## config.mk

```make
export PLATFORM = sky130hd
export DESIGN_NAME = prio_intc
export DESIGN_NICKNAME = d
export VERILOG_FILES = /design/src/rtl/ic_pkg.sv /design/src/rtl/ic_cfg.sv /design/src/rtl/ic_pending.sv /design/src/rtl/ic_arbiter.sv /design/src/rtl/ic_vector.sv /design/src/rtl/prio_intc.sv
export SDC_FILE = /design/constraint.sdc
export NUM_CORES = 1
export LEC_CHECK = 0
export ABC_AREA = 1
export BUFFER_PORTS_ARGS = -buffer_cell sky130_fd_sc_hd__buf_2
export CORE_MARGIN = 2
export CORE_UTILIZATION = 57
export CTS_BUF_LIST = sky130_fd_sc_hd__clkbuf_4 sky130_fd_sc_hd__clkbuf_8 sky130_fd_sc_hd__clkbuf_16
export DETAILED_ROUTE_END_ITERATION = 6
export PLACE_DENSITY = 0.76
export SETUP_SLACK_MARGIN = 0.1
export SYNTH_ARGS = -nofsm -noshare
export SYNTH_HDL_FRONTEND = slang
export SYNTH_HIERARCHICAL = 1
export SYNTH_SLANG_ARGS = --single-unit
```

## constraint.sdc

```tcl
create_clock -name clk -period 77.6 [get_ports clk]
set_input_delay 19.4 -clock clk [delete_from_list [all_inputs] [get_ports clk]]
set_output_delay 19.4 -clock clk [all_outputs]
set_load 0.005 [all_outputs]
```

## src/rtl/ic_pkg.sv

```systemverilog
package ic_pkg;

    localparam int IDX_W       = 8;
    localparam int VEC_W       = 16;
    localparam int N_EXC       = 4;
    localparam int N_DBG       = 3;
    localparam int SRC_SW      = 7;
    localparam int PERIPH_BASE = 8;

    typedef enum logic [2:0] {
        LVL_LP = 3'd0,
        LVL_0  = 3'd1,
        LVL_1  = 3'd2,
        LVL_2  = 3'd3,
        LVL_3  = 3'd4
    } lvl_e;

    typedef enum logic [2:0] {
        CFG_PRIO     = 3'd0,
        CFG_EDGE     = 3'd1,
        CFG_BASE     = 3'd2,
        CFG_FAST_SRC = 3'd3,
        CFG_FAST_VEC = 3'd4
    } cfg_sel_e;

    typedef struct packed {
        logic             valid;
        logic [IDX_W-1:0] src;
        lvl_e             lvl;
    } win_t;

    typedef struct packed {
        logic             en;
        logic [IDX_W-1:0] src;
        logic [VEC_W-1:0] vec;
    } fast_cfg_t;

    function automatic lvl_e code_to_lvl(input logic [1:0] code);
        case (code)
            2'd1:    return LVL_0;
            2'd2:    return LVL_1;
            2'd3:    return LVL_2;
            default: return LVL_LP;
        endcase
    endfunction

    function automatic logic passes_mask(input logic [2:0] lvl,
                                         input logic [2:0] mask,
                                         input logic       unmaskable);
        return unmaskable || (lvl >= mask);
    endfunction

endpackage

```

## src/rtl/ic_cfg.sv

```systemverilog
module ic_cfg
    import ic_pkg::*;
#(
    parameter int N_SRC = 16
) (
    input  logic                  clk,
    input  logic                  rst,
    input  logic                  we_i,
    input  logic [2:0]            sel_i,
    input  logic [IDX_W-1:0]      idx_i,
    input  logic [15:0]           data_i,
    output logic [N_SRC-1:0][1:0] prio_o,
    output logic [N_SRC-1:0]      edge_o,
    output logic [VEC_W-1:0]      base_o,
    output fast_cfg_t             fast_o
);

    cfg_sel_e sel;
    assign sel = cfg_sel_e'(sel_i);

    logic [N_SRC-1:0][1:0] prio_q;
    logic [N_SRC-1:0]      edge_q;
    logic [VEC_W-1:0]      base_q;
    fast_cfg_t             fast_q;

    for (genvar j = 0; j < N_SRC; j++) begin : g_src_cfg
        always_ff @(posedge clk) begin
            if (rst) begin
                prio_q[j] <= 2'd0;
                edge_q[j] <= 1'b0;
            end else if (we_i && idx_i == IDX_W'(j)) begin
                if (sel == CFG_PRIO) prio_q[j] <= data_i[1:0];
                if (sel == CFG_EDGE) edge_q[j] <= data_i[0];
            end
        end
    end

    always_ff @(posedge clk) begin
        if (rst) begin
            base_q <= '0;
            fast_q <= '0;
        end else if (we_i) begin
            case (sel)
                CFG_BASE:     base_q <= data_i[VEC_W-1:0];
                CFG_FAST_SRC: begin
                    fast_q.src <= data_i[IDX_W-1:0];
                    fast_q.en  <= data_i[8];
                end
                CFG_FAST_VEC: fast_q.vec <= data_i[VEC_W-1:0];
                default: ;
            endcase
        end
    end

    assign prio_o = prio_q;
    assign edge_o = edge_q;
    assign base_o = base_q;
    assign fast_o = fast_q;

endmodule

```

## src/rtl/ic_pending.sv

```systemverilog
module ic_pending
    import ic_pkg::*;
#(
    parameter int N_TOT = 24
) (
    input  logic              clk,
    input  logic              rst,
    input  logic [N_TOT-1:0]  line_i,
    input  logic [N_TOT-1:0]  edge_mode_i,
    input  logic              clr_i,
    input  logic [IDX_W-1:0]  clr_src_i,
    output logic [N_TOT-1:0]  active_o
);

    logic [N_TOT-1:0] line_q;
    logic [N_TOT-1:0] pend_q;

    for (genvar i = 0; i < N_TOT; i++) begin : g_pend
        logic rise;
        logic hit;
        assign rise = edge_mode_i[i] && line_i[i] && !line_q[i];
        assign hit  = clr_i && (clr_src_i == IDX_W'(i));

        always_ff @(posedge clk) begin
            if (rst) begin
                line_q[i] <= 1'b0;
                pend_q[i] <= 1'b0;
            end else begin
                line_q[i] <= line_i[i];
                if (rise)
                    pend_q[i] <= 1'b1;
                else if (hit || !edge_mode_i[i])
                    pend_q[i] <= 1'b0;
            end
        end

        assign active_o[i] = edge_mode_i[i] ? pend_q[i] : line_q[i];
    end

endmodule

```

## src/rtl/ic_arbiter.sv

```systemverilog
module ic_arbiter
    import ic_pkg::*;
#(
    parameter int N_TOT = 24
) (
    input  logic [N_TOT-1:0]      active_i,
    input  logic [N_TOT-1:0]      enable_i,
    input  logic [N_TOT-1:0]      unmask_i,
    input  logic [N_TOT-1:0][2:0] lvl_i,
    input  logic [2:0]            mask_i,
    output win_t                  win_o,
    output logic                  wake_o
);

    logic [N_TOT-1:0] cand;
    logic [N_TOT-1:0] live;

    for (genvar i = 0; i < N_TOT; i++) begin : g_cand
        assign live[i] = active_i[i] && enable_i[i];
        assign cand[i] = live[i] && passes_mask(lvl_i[i], mask_i, unmask_i[i]);
    end

    logic             found;
    logic [2:0]       best_lvl;
    logic [IDX_W-1:0] best_src;

    // Scan from the top index down; ">=" lets a lower index take a tie.
    always_comb begin
        found    = 1'b0;
        best_lvl = 3'd0;
        best_src = '0;
        for (int i = N_TOT - 1; i >= 0; i--) begin
            if (cand[i] && (!found || lvl_i[i] >= best_lvl)) begin
                found    = 1'b1;
                best_lvl = lvl_i[i];
                best_src = IDX_W'(i);
            end
        end
    end

    assign win_o.valid = found;
    assign win_o.src   = best_src;
    assign win_o.lvl   = lvl_e'(best_lvl);
    assign wake_o      = |live;

endmodule

```

## src/rtl/ic_vector.sv

```systemverilog
module ic_vector
    import ic_pkg::*;
#(
    parameter int ENTRY_SHIFT = 1
) (
    input  win_t             win_i,
    input  logic [VEC_W-1:0] base_i,
    input  fast_cfg_t        fast_i,
    output logic [VEC_W-1:0] vec_o,
    output logic             fast_o
);

    logic [VEC_W-1:0] offset;
    assign offset = VEC_W'(win_i.src) << ENTRY_SHIFT;

    always_comb begin
        fast_o = win_i.valid && fast_i.en && (fast_i.src == win_i.src);
        if (!win_i.valid)
            vec_o = '0;
        else if (fast_o)
            vec_o = fast_i.vec;
        else
            vec_o = base_i + offset;
    end

endmodule

```

## src/rtl/prio_intc.sv

```systemverilog
module prio_intc
    import ic_pkg::*;
#(
    parameter int N_SRC       = 16,
    parameter int ENTRY_SHIFT = 1
) (
    input  logic                  clk,
    input  logic                  rst,
    input  logic [N_SRC-1:0]      irq_i,
    input  logic [N_EXC-1:0]      exc_i,
    input  logic [N_DBG-1:0]      dbg_i,
    input  logic                  sw_lp_i,
    input  logic [2:0]            core_mask_i,
    input  logic                  ack_i,
    input  logic                  cfg_we_i,
    input  logic [2:0]            cfg_sel_i,
    input  logic [IDX_W-1:0]      cfg_idx_i,
    input  logic [15:0]           cfg_data_i,
    output logic                  req_o,
    output logic [IDX_W-1:0]      req_src_o,
    output logic [2:0]            req_lvl_o,
    output logic [VEC_W-1:0]      req_vec_o,
    output logic                  req_fast_o,
    output logic                  wake_o,
    output logic [2:0]            svc_lvl_o
);

    localparam int N_TOT = PERIPH_BASE + N_SRC;

    logic [N_SRC-1:0][1:0] prio;
    logic [N_SRC-1:0]      edge_cfg;
    logic [VEC_W-1:0]      base_q;
    fast_cfg_t             fast_q;
    logic [VEC_W-1:0]      fast_vec_q;

    ic_cfg #(.N_SRC(N_SRC)) u_cfg (
        .clk    (clk),
        .rst    (rst),
        .we_i   (cfg_we_i),
        .sel_i  (cfg_sel_i),
        .idx_i  (cfg_idx_i),
        .data_i (cfg_data_i),
        .prio_o (prio),
        .edge_o (edge_cfg),
        .base_o (base_q),
        .fast_o (fast_q)
    );
    assign fast_vec_q = fast_q.vec;

    logic [N_TOT-1:0]      line;
    logic [N_TOT-1:0]      edge_mode;
    logic [N_TOT-1:0]      enable;
    logic [N_TOT-1:0]      unmask;
    logic [N_TOT-1:0][2:0] lvl;

    for (genvar i = 0; i < N_TOT; i++) begin : g_map
        if (i < N_EXC) begin : g_exc
            assign line[i]      = exc_i[i];
            assign edge_mode[i] = 1'b1;
            assign enable[i]    = 1'b1;
            assign unmask[i]    = 1'b1;
            assign lvl[i]       = LVL_3;
        end else if (i < N_EXC + N_DBG) begin : g_dbg
            assign line[i]      = dbg_i[i-N_EXC];
            assign edge_mode[i] = 1'b0;
            assign enable[i]    = 1'b1;
            assign unmask[i]    = 1'b0;
            assign lvl[i]       = LVL_3;
        end else if (i == SRC_SW) begin : g_sw
            assign line[i]      = sw_lp_i;
            assign edge_mode[i] = 1'b0;
            assign enable[i]    = 1'b1;
            assign unmask[i]    = 1'b0;
            assign lvl[i]       = LVL_LP;
        end else begin : g_per
            assign line[i]      = irq_i[i-PERIPH_BASE];
            assign edge_mode[i] = edge_cfg[i-PERIPH_BASE];
            assign enable[i]    = prio[i-PERIPH_BASE] != 2'd0;
            assign unmask[i]    = 1'b0;
            assign lvl[i]       = code_to_lvl(prio[i-PERIPH_BASE]);
        end
    end

    logic             req_q;
    logic [IDX_W-1:0] src_q;
    logic [2:0]       lvl_q;
    logic [VEC_W-1:0] vec_q;
    logic             fast_hit_q;
    logic             wake_q;
    logic [2:0]       svc_q;

    logic             take;
    assign take = ack_i && req_q;

    logic [N_TOT-1:0] active;

    ic_pending #(.N_TOT(N_TOT)) u_pend (
        .clk         (clk),
        .rst         (rst),
        .line_i      (line),
        .edge_mode_i (edge_mode),
        .clr_i       (take),
        .clr_src_i   (src_q),
        .active_o    (active)
    );

    win_t win;
    logic wake_c;

    ic_arbiter #(.N_TOT(N_TOT)) u_arb (
        .active_i (active),
        .enable_i (enable),
        .unmask_i (unmask),
        .lvl_i    (lvl),
        .mask_i   (core_mask_i),
        .win_o    (win),
        .wake_o   (wake_c)
    );

    logic [VEC_W-1:0] vec_c;
    logic             fast_c;

    ic_vector #(.ENTRY_SHIFT(ENTRY_SHIFT)) u_vec (
        .win_i  (win),
        .base_i (base_q),
        .fast_i (fast_q),
        .vec_o  (vec_c),
        .fast_o (fast_c)
    );

    always_ff @(posedge clk) begin
        if (rst) begin
            req_q      <= 1'b0;
            src_q      <= '0;
            lvl_q      <= 3'd0;
            vec_q      <= '0;
            fast_hit_q <= 1'b0;
            wake_q     <= 1'b0;
            svc_q      <= 3'd0;
        end else begin
            req_q      <= win.valid;
            src_q      <= win.valid ? win.src : '0;
            lvl_q      <= win.valid ? win.lvl : LVL_LP;
            vec_q      <= vec_c;
            fast_hit_q <= fast_c;
            wake_q     <= wake_c;
            if (take)
                svc_q <= lvl_q;
        end
    end

    assign req_o      = req_q;
    assign req_src_o  = src_q;
    assign req_lvl_o  = lvl_q;
    assign req_vec_o  = vec_q;
    assign req_fast_o = fast_hit_q;
    assign wake_o     = wake_q;
    assign svc_lvl_o  = svc_q;

endmodule

```

==> results.sh <==
export IMPL_criticalPathCategory="in2reg"
export IMPL_dr_total_vias=13400
export IMPL_async_flop_share_pct=0
export IMPL_routed_top_layer="met4"
export IMPL_crit_arrival_ps=46030
export IMPL_grt_pass1_vias=12500
export IMPL_syn_avg_cell_area_um2=6.29
export IMPL_r2r_setup_slack_ps=51010
export IMPL_cts_made_buffers=17
export IMPL_synth_distinct_cells=53
export IMPL_outcome="complete, but fails checks"
export IMPL_violations="DRC"
export IMPL_place_hpwl_mm=26.5
export IMPL_synthFlopType="dfxtp_1"
export IMPL_die_area_um2=25400
export IMPL_cts_repair_resized=0
export IMPL_worst_path_most_repeated_cell="nand2_1"
export IMPL_critPathCaptureType="flop"
export IMPL_slew_headroom_pct=18.5
export IMPL_cts_tree="yes"
export IMPL_setup_viol=0
export IMPL_syn_inst=2186
export IMPL_core_area_um2=23600
export IMPL_worstPathRequired_ps=77980
export IMPL_syn2layout_area_growth_pct=12.4
export IMPL_hold_violations=0
export IMPL_finalPower_w=0.000214
export IMPL_io_pins=91
export IMPL_grt_pass1_wl_mm=58.5
export IMPL_worstMarginPinSlew_ps=1220
export IMPL_placed_area_um2=14900
export IMPL_synth_seq_area_share_pct=24.7
export IMPL_grt_overflow_total=0
export IMPL_start_kind="primary input"
export IMPL_wl_mm=35.1
export IMPL_fin_crit_ps=45660
export IMPL_setup_tns_final_ps=0
export IMPL_drv_slew=0
export IMPL_ctsHoldBuffers=0
export IMPL_drtIter0Drc=868
export IMPL_htreeDepth=4
export IMPL_grt_usage_pct=27.8
export IMPL_grt_start_max_net_pins=90
export IMPL_place_congestion=0.947
export IMPL_ant_nets=0
export IMPL_slowest_stage="or2_1"
export IMPL_post_route_period_util_pct=58.8
export IMPL_postLayoutCellArea_um2=15500
export IMPL_cp_max_fo=24
export IMPL_post_cts_buffers=0
export IMPL_ir_worst_vdd_mv=0.0129
export IMPL_synth_enable_flop_cells=0
export IMPL_fin_util_pct=65.5
export IMPL_p_leak_nw=8.21
export IMPL_rsz0062_at_grt="false"
export IMPL_wl_met1_mm=15.8
export IMPL_die_width_um=159
export IMPL_netlist_area_um2=13800
export IMPL_fp_row_count=56
export IMPL_antenna_cells=0
export IMPL_wl_met3_mm=1.62
export IMPL_cpPeakStageDelay_ps=630
export IMPL_drc_errors=1
export IMPL_synth_seq_cells=170
export IMPL_clkTransAtPathRegs_ps=80
export IMPL_cts_root_buffer="clkbuf_16"
export IMPL_maxCapViolCount=0
export IMPL_fin_skew_ps=15.2
export IMPL_cts_sinks=170
export IMPL_clk_latency_ps=440
export IMPL_synth_warnings=6
export IMPL_routedWlPerCell_um=12.9
export IMPL_timing_hold_ws_ps=479
export IMPL_hold_class="reg2reg"
export IMPL_cts_buffer_depth=2
export IMPL_wl_met2_mm=16.6
export IMPL_io_buffers=90
export IMPL_layout_drive_gt1_share_pct=12.0
export IMPL_antenna_found_initial=0
export IMPL_nets=2581
export IMPL_via_per_inst=4.94
export IMPL_drt_pass1_iter_count=7
export IMPL_p_per_area_nw_per_um2=13.9
export IMPL_max_freq_mhz=21.9
export IMPL_die_h_um=159
export IMPL_initial_core_util_pct=58.3
==> logic make-up (layout without fill, tap and decap cells) <==
| family | after synthesis | after routing | synth area share, % |
|---|---|---|---|
| AND/OR/NAND/NOR | 1082 | 1082 | 36.6 |
| flip-flops | 170 | 170 | 24.7 |
| buffers and inverters | 527 | 571 | 15.3 |
| other | 3 | 174 | 0.0818 |
| XOR/XNOR | 7 | 7 | 0.446 |
| adder cells (fa/ha/maj) | 135 | 135 | 12.3 |
| AO/OA/AOI/OAI | 262 | 262 | 10.4 |
==> cell usage after synthesis, drive strengths merged, types with 6 or more instances <==
master / count / area share [%]
dfxtp: 170 / 25
o311ai: 12 / 0.76
nand3: 163 / 6.5
o21ai: 160 / 5.9
inv: 434 / 12
ha: 134 / 12
nor2: 287 / 8.8
nand2: 524 / 16
nand4: 63 / 3.0
buf: 33 / 1.8
or2: 23 / 1.0
clkbuf: 54 / 1.5
nor3: 10 / 0.55
a21oi: 67 / 2.5
o21bai: 8 / 0.44
clkinv: 6 / 0.16
==> area by class of cell <==
| type | instances | area (µm²) |
|---|---|---|
| multi-input cells | 1660 | 8890 |
| fillers | 2200 | 8140 |
| flip-flops and latches | 170 | 3400 |
| inverters | 440 | 1660 |
| repair buffers | 99 | 518 |
| clock buffers | 18 | 439 |
| well taps | 319 | 399 |
| clock inverters | 14 | 151 |
==> critical path, delay by kind of cell <==
kind	cells	cell delay [ps]
and+or+nand+nor	120	10830
AOI/OAI and AO/OA	48	6390
buffers and inverters	35	2650
adders and majority gates	24	6660
==> worst paths after layout <==
check                     from           endpoint  cells past startpoint
max             core_mask_i[0]       req_vec_o[2]                    227
min          u_pend/pend_q[21]  u_pend/pend_q[21]                      2
max reg2reg   u_cfg/edge_o[15]       req_vec_o[2]                    224
min reg2reg  u_pend/pend_q[21]  u_pend/pend_q[21]                      2
==> layer usage <==
metal / GRT usage [%] / vias up
met1: 35.4 / 5978
li1: - / 7067
met5: 0 / -
met4: 10.6 / 0
met2: 48.2 / 336
met3: 3.46 / 66
==> flip-flops by register name, indices dropped and copies added (netlist names) <==
signal / cells
u_cfg/prio_o: 32
wake_o: 1
req_fast_o: 1
req_lvl_o: 3
svc_lvl_o: 3
req_o: 1
u_pend/pend_q: 24
u_cfg/base_o: 16
u_cfg/fast_o: 25
req_vec_o: 16
u_cfg/edge_o: 16
u_pend/line_q: 24
req_src_o: 8
==> stage by stage <==
stage / setup slack, ps / cells
3_5_place_dp: 31720 / 2688
4_1_cts: 32100 / 2720
2_1_floorplan: 34910 / 2357
6_report: 31940 / 2720
5_1_grt: 28420 / 2720
3_3_place_gp: 32550 / 2688
==> power breakdown <==
part | switching, W | internal, W | leakage, nW
logic | 0.0000251 | 0.0000126 | 6.54
registers | 0.00000124 | 0.0000897 | 1.38
clock network | 0.0000419 | 0.0000439 | 0.287
==> layout by cell type, fill, tap and decap left out, types with 3 or more instances in the layout <==
cell type | synthesis | final
ha_1 | 134 | 134
and2_1 | 5 | 5
o211ai_1 | 4 | 4
clkinv_1 | 6 | 5
nand2_4 | 17 | 17
nand2_1 | 460 | 460
or2_2 | 20 | 20
inv_4 | 3 | 3
xnor2_1 | 3 | 3
dfxtp_1 | 170 | 170
buf_4 | 8 | 9
a31oi_1 | 3 | 3
xor2_1 | 4 | 4
clkinv_8 | 0 | 3
nand3b_1 | 3 | 3
nor2_2 | 14 | 15
a2111oi_0 | 3 | 3
clkbuf_16 | 0 | 17
nor2_1 | 259 | 258
a21oi_1 | 65 | 65
o21ai_0 | 139 | 139
o21ai_2 | 3 | 3
inv_1 | 417 | 417
inv_2 | 13 | 14
conb_1 | 3 | 174
o21bai_1 | 8 | 8
o21ai_1 | 18 | 18
and3_1 | 3 | 3
nor2_4 | 14 | 14
nand3_2 | 12 | 12
o311ai_0 | 12 | 12
nand2_2 | 47 | 47
nand4_1 | 62 | 62
nor3_1 | 6 | 6
inv_6 | 1 | 6
nand3_1 | 149 | 149
buf_2 | 15 | 90
inv_8 | 0 | 3
No activity file was read; power rests on OpenSTA's default activity.
